`src/rtl/tmc_pkg.sv`:
```
package tmc_pkg;
    typedef enum logic [2:0] {
        M_NORMAL   = 3'd0,
        M_SLEEP    = 3'd1,
        M_FAILSAFE = 3'd2,
        M_RESTART  = 3'd3
    } tmc_mode_e;

    localparam int IRQ_N    = 2;
    localparam int IRQ_CORE = 0;
    localparam int IRQ_DRV  = 1;
endpackage

```
`src/rtl/tmc_mode_fsm.sv`:
```
module tmc_mode_fsm
    import tmc_pkg::*;
#(
    parameter int RESTART_HOLD = 1
) (
    input  logic      clk,
    input  logic      rst,
    input  logic      ot_core,
    input  logic      wake,
    input  logic      spi_mode,
    input  logic      fs_dis,
    output tmc_mode_e mode_q
);
    localparam int CW = (RESTART_HOLD > 1) ? $clog2(RESTART_HOLD) : 1;

    tmc_mode_e         mode_d;
    tmc_mode_e         fault_dest;
    logic [CW-1:0]     cnt_q;
    logic              hold_done;

    assign fault_dest = (spi_mode && fs_dis) ? M_SLEEP : M_FAILSAFE;
    assign hold_done  = (cnt_q == CW'(RESTART_HOLD - 1));

    always_comb begin
        mode_d = mode_q;
        unique case (mode_q)
            M_NORMAL: begin
                if (ot_core) mode_d = fault_dest;
            end
            M_RESTART: begin
                if (ot_core)        mode_d = fault_dest;
                else if (hold_done) mode_d = M_NORMAL;
            end
            M_FAILSAFE: begin
                if (wake) mode_d = ot_core ? M_SLEEP : M_RESTART;
            end
            M_SLEEP: begin
                if (wake && !ot_core) mode_d = M_RESTART;
            end
            default: mode_d = M_NORMAL;
        endcase
    end

    always_ff @(posedge clk) begin
        if (rst) begin
            mode_q <= M_NORMAL;
            cnt_q  <= '0;
        end else begin
            mode_q <= mode_d;
            if (mode_q == M_RESTART && mode_d == M_RESTART)
                cnt_q <= cnt_q + 1'b1;
            else
                cnt_q <= '0;
        end
    end


    pin_fault_to_fs_chk: assert property (@(posedge clk) disable iff (rst)
        (mode_q == M_NORMAL && ot_core && !spi_mode) |=> mode_q == M_FAILSAFE);

    spi_nofs_to_sleep_chk: assert property (@(posedge clk) disable iff (rst)
        (mode_q == M_NORMAL && ot_core && spi_mode && fs_dis) |=> mode_q == M_SLEEP);

    fs_wake_clear_chk: assert property (@(posedge clk) disable iff (rst)
        (mode_q == M_FAILSAFE && wake && !ot_core) |=> mode_q == M_RESTART);

    fs_wake_hot_chk: assert property (@(posedge clk) disable iff (rst)
        (mode_q == M_FAILSAFE && wake && ot_core) |=> mode_q == M_SLEEP);

    sleep_hold_chk: assert property (@(posedge clk) disable iff (rst)
        (mode_q == M_SLEEP && !(wake && !ot_core)) |=> mode_q == M_SLEEP);
endmodule

```
`src/rtl/tmc_irq_flags.sv`:
```
module tmc_irq_flags
    import tmc_pkg::*;
(
    input  logic             clk,
    input  logic             rst,
    input  logic             spi_mode,
    input  logic [IRQ_N-1:0] fault,
    input  logic [IRQ_N-1:0] clr,
    output logic [IRQ_N-1:0] flag_q
);
    for (genvar i = 0; i < IRQ_N; i++) begin : g_flag
        always_ff @(posedge clk) begin
            if (rst)
                flag_q[i] <= 1'b0;
            else if (spi_mode && fault[i])
                flag_q[i] <= 1'b1;
            else if (clr[i] && !fault[i])
                flag_q[i] <= 1'b0;
        end


        irq_set_chk: assert property (@(posedge clk) disable iff (rst)
            (spi_mode && fault[i]) |=> flag_q[i]);

        irq_sticky_chk: assert property (@(posedge clk) disable iff (rst)
            (flag_q[i] && fault[i]) |=> flag_q[i]);

        irq_pin_quiet_chk: assert property (@(posedge clk) disable iff (rst)
            (!spi_mode && !flag_q[i]) |=> !flag_q[i]);
    end
endmodule

```
`src/rtl/tmc_out_drive.sv`:
```
module tmc_out_drive
    import tmc_pkg::*;
(
    input  tmc_mode_e mode_q,
    input  logic      ot_core,
    input  logic      ot_drv,
    input  logic      spi_mode,
    input  logic      hss_req,
    input  logic      limp_req,
    output logic      tx_recessive,
    output logic      vreg_en,
    output logic      rst_low,
    output logic      hss_en,
    output logic      limp_en
);
    logic parked;
    logic fs_limp;

    always_comb begin
        parked       = (mode_q == M_FAILSAFE) || (mode_q == M_SLEEP);
        fs_limp      = spi_mode && (mode_q == M_FAILSAFE);
        tx_recessive = ot_core || (mode_q != M_NORMAL);
        rst_low      = ot_core || parked;
        vreg_en      = !(ot_core || parked);
        hss_en       = hss_req && !ot_drv;
        limp_en      = (limp_req || fs_limp) && !ot_drv;
    end
endmodule

```
`src/rtl/thermal_mode_ctrl.sv`:
```
module thermal_mode_ctrl
    import tmc_pkg::*;
#(
    parameter int RESTART_HOLD = 1
) (
    input  logic       clk,
    input  logic       rst,
    input  logic       ot_core,
    input  logic       ot_drv,
    input  logic       wake,
    input  logic       spi_mode,
    input  logic       fs_dis,
    input  logic       hss_req,
    input  logic       limp_req,
    input  logic [1:0] irq_clr,
    output logic       tx_recessive,
    output logic       vreg_en,
    output logic       rst_low,
    output logic       hss_en,
    output logic       limp_en,
    output logic       irq_core,
    output logic       irq_drv,
    output logic [2:0] mode
);
    tmc_mode_e        mode_q;
    logic [IRQ_N-1:0] fault_v;
    logic [IRQ_N-1:0] flag_v;

    assign fault_v[IRQ_CORE] = ot_core;
    assign fault_v[IRQ_DRV]  = ot_drv;

    tmc_mode_fsm #(.RESTART_HOLD(RESTART_HOLD)) u_fsm (
        .clk      (clk),
        .rst      (rst),
        .ot_core  (ot_core),
        .wake     (wake),
        .spi_mode (spi_mode),
        .fs_dis   (fs_dis),
        .mode_q   (mode_q)
    );

    tmc_irq_flags u_irq (
        .clk      (clk),
        .rst      (rst),
        .spi_mode (spi_mode),
        .fault    (fault_v),
        .clr      (irq_clr),
        .flag_q   (flag_v)
    );

    tmc_out_drive u_out (
        .mode_q       (mode_q),
        .ot_core      (ot_core),
        .ot_drv       (ot_drv),
        .spi_mode     (spi_mode),
        .hss_req      (hss_req),
        .limp_req     (limp_req),
        .tx_recessive (tx_recessive),
        .vreg_en      (vreg_en),
        .rst_low      (rst_low),
        .hss_en       (hss_en),
        .limp_en      (limp_en)
    );

    assign mode     = mode_q;
    assign irq_core = flag_v[IRQ_CORE];
    assign irq_drv  = flag_v[IRQ_DRV];


    core_shutdown_chk: assert property (@(posedge clk) disable iff (rst)
        ot_core |-> (tx_recessive && rst_low && !vreg_en));

    drv_mode_keep_chk: assert property (@(posedge clk) disable iff (rst)
        (ot_drv && !ot_core && mode == 3'd0) |=> mode == 3'd0);

    parked_hold_chk: assert property (@(posedge clk) disable iff (rst)
        (mode == 3'd2 && !wake) |=> (rst_low && !vreg_en));
endmodule

```
`config.mk`:
```
export PLATFORM = sky130hd
export DESIGN_NAME = thermal_mode_ctrl
export DESIGN_NICKNAME = d
export VERILOG_FILES = /design/src/rtl/tmc_pkg.sv /design/src/rtl/tmc_mode_fsm.sv /design/src/rtl/tmc_irq_flags.sv /design/src/rtl/tmc_out_drive.sv /design/src/rtl/thermal_mode_ctrl.sv
export SDC_FILE = /design/constraint.sdc
export NUM_CORES = 1
export LEC_CHECK = 0
export ABC_AREA = 1
export BUFFER_PORTS_ARGS = -buffer_cell sky130_fd_sc_hd__buf_2
export CORE_AREA = 3 3 40 42
export CTS_BUF_LIST = sky130_fd_sc_hd__clkbuf_8
export CTS_CLUSTER_SIZE = 14
export DETAILED_ROUTE_END_ITERATION = 10
export DIE_AREA = 0 0 43 45
export PLACE_DENSITY = 0.61
export SETUP_SLACK_MARGIN = 0.3
export SLEW_MARGIN = 20
export SYNTH_ARGS = -nofsm -noshare
export SYNTH_HDL_FRONTEND = slang
export SYNTH_HIERARCHICAL = 1
export SYNTH_SLANG_ARGS = --single-unit
```
`constraint.sdc`:
```
create_clock -name clk -period 2.8 [get_ports clk]
set_clock_uncertainty 0.15 [all_clocks]
set_input_delay 0.28 -clock clk [delete_from_list [all_inputs] [get_ports clk]]
set_output_delay 0.28 -clock clk [all_outputs]
set_load 0.005 [all_outputs]
```
==> results.py <==
metrics = {
    "final_layout": {
        "syn_to_final_growth_pct": 41.3,
        "diodes": 0,
        "design_area_um2": 561,
        "final_layout_size_suffix_gt1_share_pct": 27.1,
        "fill_cells": 139,
        "nNetsFinal": 109,
    },
    "sta": {
        "rsz0062_at_grt": "no",
        "fmax_mhz": 617,
        "post-route-min-period_ns": 1.62,
        "min_period_over_period_pct": 57.9,
        "slew_violations": 0,
        "finalSetupViolCount": 0,
        "fin_ws_ns": 1.18,
        "fin_setup_tns_ns": 0,
        "hold_viol": 0,
    },
    "synth": {
        "synth_area_leaders": "dfxtp_1, nand2_1, nor2_1",
        "synth_enable_flop_cells": 0,
        "async_reset_ff_share_pct": 0,
        "synth_area_leader_cell": "dfxtp_1",
        "synth_area_per_cell_um2": 5.51,
        "yosysSeqAreaShare_pct": 30.3,
        "syn_inst": 72,
        "synth_cell_types": 14,
        "yosysWarnings": 6,
        "yosys-top-cells-count": "nand2_1, nor2_1, inv_1",
        "synth_top_area_share_pct": 30.3,
        "synth.cell_area_um2": 397,
        "ys_seq_elements": 6,
        "synthMostInstantiatedCell": "nand2_1",
        "synthFlopType": "dfxtp_1",
    },
    "critical_path": {
        "cp-start-kind": "flop",
        "crit_type": "flop to primary output",
        "worstPathRequired_ns": 2.37,
        "path_max_fanout": 8,
        "end_kind": "primary output",
        "critPathArrivalTime_ns": 1.19,
    },
    "clock_network": {
        "cts-buffers-inserted": 3,
        "htreeDepth": 1,
        "cts-root-buf": "clkbuf_8",
        "cts_sinks": 6,
        "clk_pin_slew_ns": 0.04,
        "cts.hold.buffers_added": 0,
        "clock_latency_ns": 0.22,
        "cts_resized": 0,
        "cts_setup_buffers": 0,
        "clock_path_buffers": 2,
        "cts_tree": "yes",
    },
    "worst_hold_path": {
        "hold_path.class": "input port to flop",
    },
    "pwr": {
        "powerDensity_nw_per_um2": 474,
        "leakage_nw": 0.326,
        "p_total_w": 0.000266,
        "irDropWorstVdd_uv": 249,
    },
    "job": {
        "drv_cap": 0,
    },
    "die": {
        "dieArea_um2": 1940,
        "ios": 21,
        "die_w_um": 43,
        "start_util_pct": 30.9,
        "rows": 13,
        "die_h_um": 45,
        "design.core.area_um2": 1280,
    },
    "status": {
        "outcome": "finished clean",
    },
    "place": {
        "portBuffers": 20,
        "dpl-instance-area_um2": 519,
        "hpwl_um": 789,
        "place.gp.congestion": 0.850,
        "dp_slack_ns": 1.41,
    },
    "grt": {
        "grt.overflow.total": 0,
        "grt_pass1_wl_um": 1520,
        "grt_max_degree": 12,
        "antenna_found_initial": 0,
        "grt_pass1_vias": 359,
        "grt.total_usage_pct": 10.6,
    },
    "drt": {
        "drt_wl_total_um": 965,
        "drtPass1Iterations": 5,
        "vias": 480,
        "ant_nets": 0,
        "drt_iter0_markers": 11,
        "drc": 0,
        "post_drt_wl_per_cell_um": 8.69,
        "drt-vias-per-instance": 4.32,
    },
}
worst max-delay path, cell delays in order (launching register included):
cell and delay, ns:
dfxtp_1 0.43, inv_1 0.13, nor3_1 0.20, nor2_2 0.07, inv_1 0.05, buf_2 0.10
per-layer routing:
| metal | global-route usage (%) | wire length (um) |
|---|---|---|
| met5 | 0 | 0 |
| met4 | 9.04 | 14 |
| met3 | 1.20 | 35 |
| met2 | 13.8 | 438 |
| met1 | 15.2 | 476 |
cells by family (layout without fill, tap and decap cells):
group / Yosys count / count (layout) / synth area share (%)
simple gates: 46 / 46 / 49.2
compound gates: 5 / 5 / 6.31
buf+inv: 14 / 37 / 13.2
other cells: 1 / 2 / 0.945
flops: 6 / 6 / 30.3
layout by cell type (no fill, tap or decap):
master | Yosys | routed
nor2_1 | 15 | 15
inv_1 | 12 | 12
inv_2 | 1 | 1
clkbuf_8 | 0 | 3
a21oi_1 | 3 | 3
nand3_1 | 5 | 5
conb_1 | 1 | 2
nor2_2 | 1 | 1
clkinv_1 | 1 | 1
buf_2 | 0 | 20
o21ai_1 | 2 | 2
nand2_1 | 20 | 20
dfxtp_1 | 6 | 6
nand3_2 | 1 | 1
nor3_1 | 2 | 2
nand4_1 | 2 | 2
stage by stage:
step                      hold slack, ns  std cells  util [%]
final                              0.108        111      43.6
after global routing               0.119        111      43.6
after CTS                          0.105        111      43.6
after detailed placement           0.335        108      40.4
after global placement             0.333        108      40.4
after floorplan                    0.202         73         -
worst paths after layout:
kind / from / end / slack [ns] / cells after the start
min reg2reg: u_irq/flag_q[1] / u_irq/flag_q[1] / 0.37 / 2
max: u_fsm/mode_q[0] / rst_low / 1.18 / 5
max reg2reg: u_fsm/mode_q[1] / u_fsm/mode_q[1] / 1.57 / 5
min: rst / u_fsm/mode_q[1] / 0.11 / 2
cell type report:
class / instances / area, um2 / area share [%]
repair buffers: 20 / 100 / 17.9
flip-flops and latches: 6 / 120 / 21.4
well taps: 15 / 18.8 / 3.35
multi-input cells: 53 / 228 / 40.6
clock buffers: 3 / 41.3 / 7.37
inverters: 14 / 52.6 / 9.37
registers in the layout, summed over array words and instances (netlist names):
name          flops
u_fsm/cnt_q       1
u_fsm/mode_q      3
u_irq/flag_q      2
power by group:
group          leakage (nW)  internal (W)  switching [W]  total [W]
registers            0.0497     0.0000907     0.00000657  0.0000972
logic                 0.255     0.0000198      0.0000232  0.0000430
clock network        0.0216     0.0000920      0.0000336   0.000126
No activity file was read; power rests on OpenSTA's default activity.
